**src/rtl/vcap_pkg.sv**
```systemverilog
package vcap_pkg;
  localparam int CMD_W = 3;

  typedef enum logic [1:0] {
    BND_NOW   = 2'd0,
    BND_LINE  = 2'd1,
    BND_FIELD = 2'd2,
    BND_FRAME = 2'd3
  } bnd_e;

  typedef struct packed {
    logic start;
    bnd_e bnd;
  } req_t;

  // Map a 3-bit code to a request: bit 2 selects start.
  // Stop codes use bits [1:0] directly (00 = now).
  // Start codes 100/101/110 mean line/field/frame, and 111 means now.
  function automatic req_t decode_cmd(input logic [CMD_W-1:0] c);
    req_t r;
    r.start = c[2];
    if (!c[2]) begin
      r.bnd = bnd_e'(c[1:0]);
    end else begin
      unique case (c[1:0])
        2'b00:   r.bnd = BND_LINE;
        2'b01:   r.bnd = BND_FIELD;
        2'b10:   r.bnd = BND_FRAME;
        default: r.bnd = BND_NOW;
      endcase
    end
    return r;
  endfunction
endpackage

```
**src/rtl/vcap_timing.sv**
```systemverilog
module vcap_timing (
  input  logic clk,
  input  logic rst_n,
  input  logic progressive_i,
  input  logic line_end_i,
  input  logic vblank_i,
  input  logic field_odd_i,
  output logic line_evt_o,
  output logic field_evt_o,
  output logic frame_evt_o
);
  logic vblank_q;

  // Reset to 1 so that a blanking level already high at reset is not taken as an edge.
  always_ff @(posedge clk) begin
    if (!rst_n) vblank_q <= 1'b1;
    else        vblank_q <= vblank_i;
  end

  always_comb begin
    line_evt_o  = line_end_i;
    field_evt_o = vblank_i & ~vblank_q;
    frame_evt_o = field_evt_o & (progressive_i | field_odd_i);
  end
endmodule

```
**src/rtl/vcap_request.sv**
```systemverilog
module vcap_request
  import vcap_pkg::*;
(
  input  logic             clk,
  input  logic             rst_n,
  input  logic             cmd_wr_i,
  input  logic [CMD_W-1:0] cmd_i,
  input  logic             line_evt_i,
  input  logic             field_evt_i,
  input  logic             frame_evt_i,
  output logic             act_o,
  output logic             act_start_o
);
  req_t pend_q;
  logic pend_vld_q;
  req_t req_new;
  logic hit;

  always_comb begin
    req_new = decode_cmd(cmd_i);
    unique case (pend_q.bnd)
      BND_LINE:  hit = line_evt_i;
      BND_FIELD: hit = field_evt_i;
      BND_FRAME: hit = frame_evt_i;
      default:   hit = 1'b0;
    endcase
    hit = hit & pend_vld_q & ~cmd_wr_i;
    if (cmd_wr_i && req_new.bnd == BND_NOW) begin
      act_o       = 1'b1;
      act_start_o = req_new.start;
    end else begin
      act_o       = hit;
      act_start_o = pend_q.start;
    end
  end

  always_ff @(posedge clk) begin
    if (!rst_n) begin
      pend_vld_q <= 1'b0;
      pend_q     <= '{start: 1'b0, bnd: BND_NOW};
    end else if (cmd_wr_i) begin
      pend_vld_q <= (req_new.bnd != BND_NOW);
      pend_q     <= req_new;
    end else if (hit) begin
      pend_vld_q <= 1'b0;
    end
  end
endmodule

```
**src/rtl/vcap_state.sv**
```systemverilog
module vcap_state (
  input  logic clk,
  input  logic rst_n,
  input  logic act_i,
  input  logic act_start_i,
  input  logic frame_evt_i,
  output logic capture_o,
  output logic sof_o,
  output logic eof_o
);
  logic cap_q, cap_d;

  always_comb cap_d = act_i ? act_start_i : cap_q;

  always_ff @(posedge clk) begin
    if (!rst_n) begin
      cap_q <= 1'b0;
      sof_o <= 1'b0;
      eof_o <= 1'b0;
    end else begin
      cap_q <= cap_d;
      sof_o <= frame_evt_i & cap_d;
      eof_o <= frame_evt_i & cap_q;
    end
  end

  assign capture_o = cap_q;
endmodule

```
**src/rtl/vcap_run_seq.sv**
```systemverilog
module vcap_run_seq
  import vcap_pkg::*;
(
  input  logic             clk,
  input  logic             rst_n,
  input  logic             cmd_wr_i,
  input  logic [CMD_W-1:0] cmd_i,
  input  logic             progressive_i,
  input  logic             line_end_i,
  input  logic             vblank_i,
  input  logic             field_odd_i,
  output logic             capture_o,
  output logic             sof_o,
  output logic             eof_o
);
  logic line_evt, field_evt, frame_evt;
  logic act, act_start;

  vcap_timing u_timing (
    .clk(clk), .rst_n(rst_n), .progressive_i(progressive_i),
    .line_end_i(line_end_i), .vblank_i(vblank_i), .field_odd_i(field_odd_i),
    .line_evt_o(line_evt), .field_evt_o(field_evt), .frame_evt_o(frame_evt)
  );

  vcap_request u_req (
    .clk(clk), .rst_n(rst_n), .cmd_wr_i(cmd_wr_i), .cmd_i(cmd_i),
    .line_evt_i(line_evt), .field_evt_i(field_evt), .frame_evt_i(frame_evt),
    .act_o(act), .act_start_o(act_start)
  );

  vcap_state u_state (
    .clk(clk), .rst_n(rst_n), .act_i(act), .act_start_i(act_start),
    .frame_evt_i(frame_evt), .capture_o(capture_o), .sof_o(sof_o), .eof_o(eof_o)
  );
endmodule

```
**config.mk**
```make
export PLATFORM = sky130hd
export DESIGN_NAME = vcap_run_seq
export DESIGN_NICKNAME = d
export VERILOG_FILES = /design/src/rtl/vcap_pkg.sv /design/src/rtl/vcap_timing.sv /design/src/rtl/vcap_request.sv /design/src/rtl/vcap_state.sv /design/src/rtl/vcap_run_seq.sv
export SDC_FILE = /design/constraint.sdc
export NUM_CORES = 1
export LEC_CHECK = 0
export ABC_CLOCK_PERIOD_IN_PS = 1610
export BUFFER_PORTS_ARGS = -buffer_cell sky130_fd_sc_hd__buf_2
export CORE_AREA = 5 5 42 44
export CTS_CLUSTER_DIAMETER = 40
export DETAILED_ROUTE_END_ITERATION = 10
export DIE_AREA = 0 0 47 49
export PLACE_DENSITY = 0.51
export SLEW_MARGIN = 40
export SYNTH_ARGS = -nofsm -noshare
export SYNTH_HDL_FRONTEND = slang
export SYNTH_SLANG_ARGS = --single-unit
```
**constraint.sdc**
```tcl
create_clock -name clk -period 1.61 [get_ports clk]
set_input_delay 0.161 -clock clk [delete_from_list [all_inputs] [get_ports clk]]
set_output_delay 0.161 -clock clk [all_outputs]
set_load 0.02 [all_outputs]
```
Word-level counts from Yosys, hierarchy flattened
Index checks and enable logic that the tools add are counted.

cells by class
  equality and inequality tests = 5
  mux-type cells = 8
  bitwise gates (word level) = 9
  reductions and logical operators = 5

operator list
  cell                                                             number
  1-bit AND                                                        6
  2-bit == test, second input constant                             3
  2-bit one-hot mux with 3 select lines                            1
  1-bit 2-to-1 mux                                                 5
  2-bit by 1-bit == test with 1-bit output, second input constant  2
  2-bit zero test                                                  2
  2-bit nonzero test                                               2
  1-bit one-hot mux with 3 select lines                            1
  2-bit 2-to-1 mux                                                 1
  1-bit inverter                                                   2
  1-bit logical AND                                                1
  1-bit bitwise OR                                                 1

storage, ports and cells
  logic and storage cells = 34
  register bits = 8

Longest topological paths before layout
  word-level depth = 9
  gate-level depth with buffers = 6

By module
From an unflattened synthesis, not the netlist that was laid out.

unflattened totals
  cells, all modules = 45
  area total of the unflattened synthesis = 425.4 sq um

by module, submodules not included
  module        cells an instance  sequential area each (sq um)  area an instance (sq um)  instances
  vcap_request  32                 80.1                          280.3                     1
  vcap_state    8                  60.1                          90.1                      1
  vcap_timing   5                  20.0                          55.1                      1

Worst setup path after synthesis
OpenSTA, ideal clock, no wires.

  kind = in2reg
  start point = input cmd_i[1]
  end point = register u_state.cap_q (netlist: u_state.capture_o)
  path buffers = 0
  data arrival time = 1.248 ns
  required time = 1.538 ns
  stages on the path = 6
  slack = 0.290 ns
  cell sequence = inv_1 ha_1 nor3_1 a22oi_2 o2bb2ai_2 mux2i_1

between the ends
  cells in the longest elaborated chain, start to end = 7
  elaborated cells between the ends (all ways) = 10
  those cells by class = eq/ne: 2; mux: 5; reduce/logical: 3

RTL lines
  item                                         RTL line            source
  start, declared                              vcap_run_seq.sv:7   input logic [CMD_W-1:0] cmd_i,
  2-bit == test, or another cell as far along  vcap_pkg.sv:25      unique case (c[1:0])
  2-bit one-hot mux with 3 select lines        vcap_pkg.sv:25
  2-bit 2-to-1 mux *                           vcap_pkg.sv:22      if (!c[2]) begin
  2-bit zero test *                            vcap_request.sv:28  if (cmd_wr_i && req_new.bnd == BND_NOW) begin
  1-bit logical AND *                          vcap_request.sv:28
  1-bit 2-to-1 mux                             vcap_request.sv:28
  1-bit 2-to-1 mux *                           vcap_state.sv:13    always_comb cap_d = act_i ? act_start_i : cap_q;
  end signal, assigned                         vcap_state.sv:21    cap_q <= cap_d;
  end, declared                                vcap_state.sv:11    logic cap_q, cap_d;

Mark *: on every way between the ends. The rest lies on a longest branch, timed or not.
A chain may end at the register's enable or synchronous reset.

Final worst setup path
  start point = input cmd_i[0]
  end point = register u_state.sof_o

between the ends
  cells in the longest elaborated chain, start to end = 8
  elaborated cells between the ends (all ways) = 11
  those cells by class = eq/ne: 2; mux: 5; bitwise: 1; reduce/logical: 3

RTL lines
  item                                         RTL line            source
  2-bit == test, or another cell as far along  vcap_pkg.sv:25
  2-bit one-hot mux with 3 select lines        vcap_pkg.sv:25
  2-bit 2-to-1 mux *                           vcap_pkg.sv:22
  2-bit zero test *                            vcap_request.sv:28
  1-bit logical AND *                          vcap_request.sv:28
  1-bit 2-to-1 mux                             vcap_request.sv:28
  1-bit 2-to-1 mux *                           vcap_state.sv:13
  1-bit AND *                                  vcap_state.sv:22    sof_o <= frame_evt_i & cap_d;
  end signal, assigned                         vcap_state.sv:22
  end, declared                                vcap_state.sv:8     output logic sof_o,

Marks and branches as above.

==> results_dict.tcl <==
set metrics [dict create \
    maxUsedRoutingLayer "met3" \
    placed_cells 76 \
    leakagePower_uw 0.000242 \
    hold_class "in -> reg" \
    fin_crit_sh_pct 80.1 \
    start_kind "input port" \
    slew_violations 0 \
    yosysUniqueCellTypes 23 \
    fmax_ghz 0.776 \
    drtPass1Iterations 1 \
    port_buffers 12 \
    synth_top_area_cell "dfxtp_1" \
    cts_tree "yes" \
    gp_congestion 0.686 \
    cp_num_buf_inv 2 \
    io_pins 13 \
    peakVddDrop_mv 0.370 \
    drv_cap 0 \
    grt-ovfl-total 0 \
    root_buffer "clkbuf_4" \
    worstReg2RegEnd "u_state.sof_o" \
    crit_chain "buf_2 > inv_1 > ha_1 > nor3_1 > a22oi_2 > o2bb2ai_2 > mux2i_1" \
    finalNetCount 77 \
    wl_met3_um 69 \
    cts_setup_buffers 0 \
    critPathSlowestCell "ha_1" \
    grt_pass1_vias 361 \
    grt_pass1_wl_mm 1.40 \
    endpoint_kind "register" \
    coreArea_um2 1400 \
    routedWlPerCell_um 10.0 \
    fp.dieH_um 49 \
    drtAntennaViolNets 0 \
    area_delta_synth_final_pct 25.4 \
    synth_top_area_share_pct 38.2 \
    status "finished clean" \
    final_util_pct 37.5 \
    clock_latency_ns 0.25 \
    reg2reg_depth 4 \
    cp.required_ns 1.79 \
    synth-seq-cells 8 \
    power_density_nw_per_um2 818 \
    numCtsBuffers 3 \
    dr_wl_met2_um 382 \
    fin_setup_tns_ns 0 \
    htreeDepth 1 \
    min_period_ns 1.29 \
    ys_warn_count 0 \
    drt_wl_total_um 793 \
    synth_edf_count 0 \
    initial_core_util_pct 29.9 \
    drt-initial-drc-count 0 \
    min_path_cells 2 \
    synth_area_um2 419 \
    async_flop_share_pct 0 \
    cp_max_fo 3 \
    max-slew-margin-rel_pct 81.5 \
    clock_sinks 8 \
    row_count 14 \
    clock-skew-final_ns 0.00171 \
    finalSetupViolations 0 \
    synthCells 48 \
    rr_startpoint "u_req.pend_q[0]" \
    grt_max_degree 9 \
    synth_common_cells "dfxtp_1, inv_1, nand2_1, o21ai_0, a21oi_1" \
    layout.cells.non_filler 79 \
    criticalPathCategory "in -> reg" \
    synth_area_per_cell_um2 8.73 \
    crit_family "compound AO/OA/AOI/OAI gates" \
    ys_seq_area_share_pct 38.2 \
    synth_nets 60 \
    post-route-drc-count 0 \
    worstMarginPinSlew_ns 0.275 \
    die-area_um2 2300 \
    cpPeakStageDelay_ns 0.30 \
    worstPathArrival_ns 1.47 \
    vias 369 \
    cts_hold_buffers 0 \
    grt_usage_pct 8.40 \
    hpwlAfterDp_um 644 \
    rsz0062_at_grt "no" \
    ys.flop_type "dfxtp_1" \
    synth_area_leaders "dfxtp_1, ha_1, mux2i_1, o21ai_0, inv_1" \
    die_w_um 47 \
    met1Wirelength_um 340 \
    hold-path-endpoint "u_timing.vblank_q" \
    cts.clk_slew.worst_paths_ns 0.05 \
    antenna_found_initial 0 \
    yosys.cell_count.top_type "dfxtp_1" \
    drive_gt1_share_pct 31.7 \
    antennaDiodeCount 0 \
    worstHoldStart "vblank_i" \
    clk_path_buf_depth 2 \
    rrSetupSlack_ns 0.52 \
    cts_resized 0 \
    hold_viol_final 0 \
    viasPerCell 4.67 \
]
## per-stage QoR
step           cell area, um2  hold slack, ns  worst slack (ns)  total power [uW]
2_1_floorplan             419           0.234             0.290               263
3_3_place_gp              503           0.361            0.0921               289
3_5_place_dp              503           0.365            0.0732               289
4_1_cts                   526          0.0973             0.335               444
5_1_grt                   526           0.109             0.234               467
6_report                  526           0.109             0.321               430
## final cells by class
cell class	count	area (um2)
inverters	5	18.8
repair buffers	13	67.6
clock buffers	3	22.5
well taps	16	20.0
flip-flops and latches	8	160
multi-input cells	34	236
fillers	175	876
## how the worst max path moves through the flow
stage | from | end | cells after the start
after CTS | cmd_i[0] | u_state.sof_o | 7
after detailed placement | cmd_i[0] | u_state.capture_o | 7
after global routing | cmd_i[0] | u_state.sof_o | 7
after global placement | cmd_i[0] | u_state.sof_o | 7
after floorplan | cmd_i[1] | u_state.capture_o | 6
final | cmd_i[0] | u_state.sof_o | 7
## per-layer routing
layer  up-vias  track usage (%)
met4         0             1.38
met3         0             5.90
met5         -                0
met2        10             12.4
li1        198                -
met1       161             9.96
## flip-flops by register name (all words and copies together), names as in the netlist
| signal | flops |
|---|---|
| u_timing.vblank_q | 1 |
| u_state.sof_o | 1 |
| u_req.pend_q | 3 |
| u_state.eof_o | 1 |
| u_req.pend_vld_q | 1 |
| u_state.capture_o | 1 |
## layout by cell type, fill, tap and decap left out, types with 2 or more instances in the layout
cell      instances
buf_2            12
dfxtp_1           8
inv_1             5
nand2_1           4
o21ai_0           4
a21oi_1           3
clkbuf_4          3
nor2b_1           2
nand2b_1          2
nor3b_1           2
mux2i_1           2
nor2_1            2
ha_1              2
## power by group
group	total (uW)	leakage [uW]	switching [uW]	internal (uW)
Clock	146	0.0000138	60.8	84.8
Sequential	212	0.0000657	4.23	208
Combinational	71.7	0.000163	37.5	34.2
## cell families (layout without fill, tap and decap cells)
group	count (synthesis)	after routing	synth area share, %
fa+ha+maj	2	2	5.97
buf+inv	6	21	5.37
mux	2	2	4.78
compound gates	14	14	23.6
flops	8	8	38.2
simple gates	16	16	22.1
No activity file was read; power rests on OpenSTA's default activity.
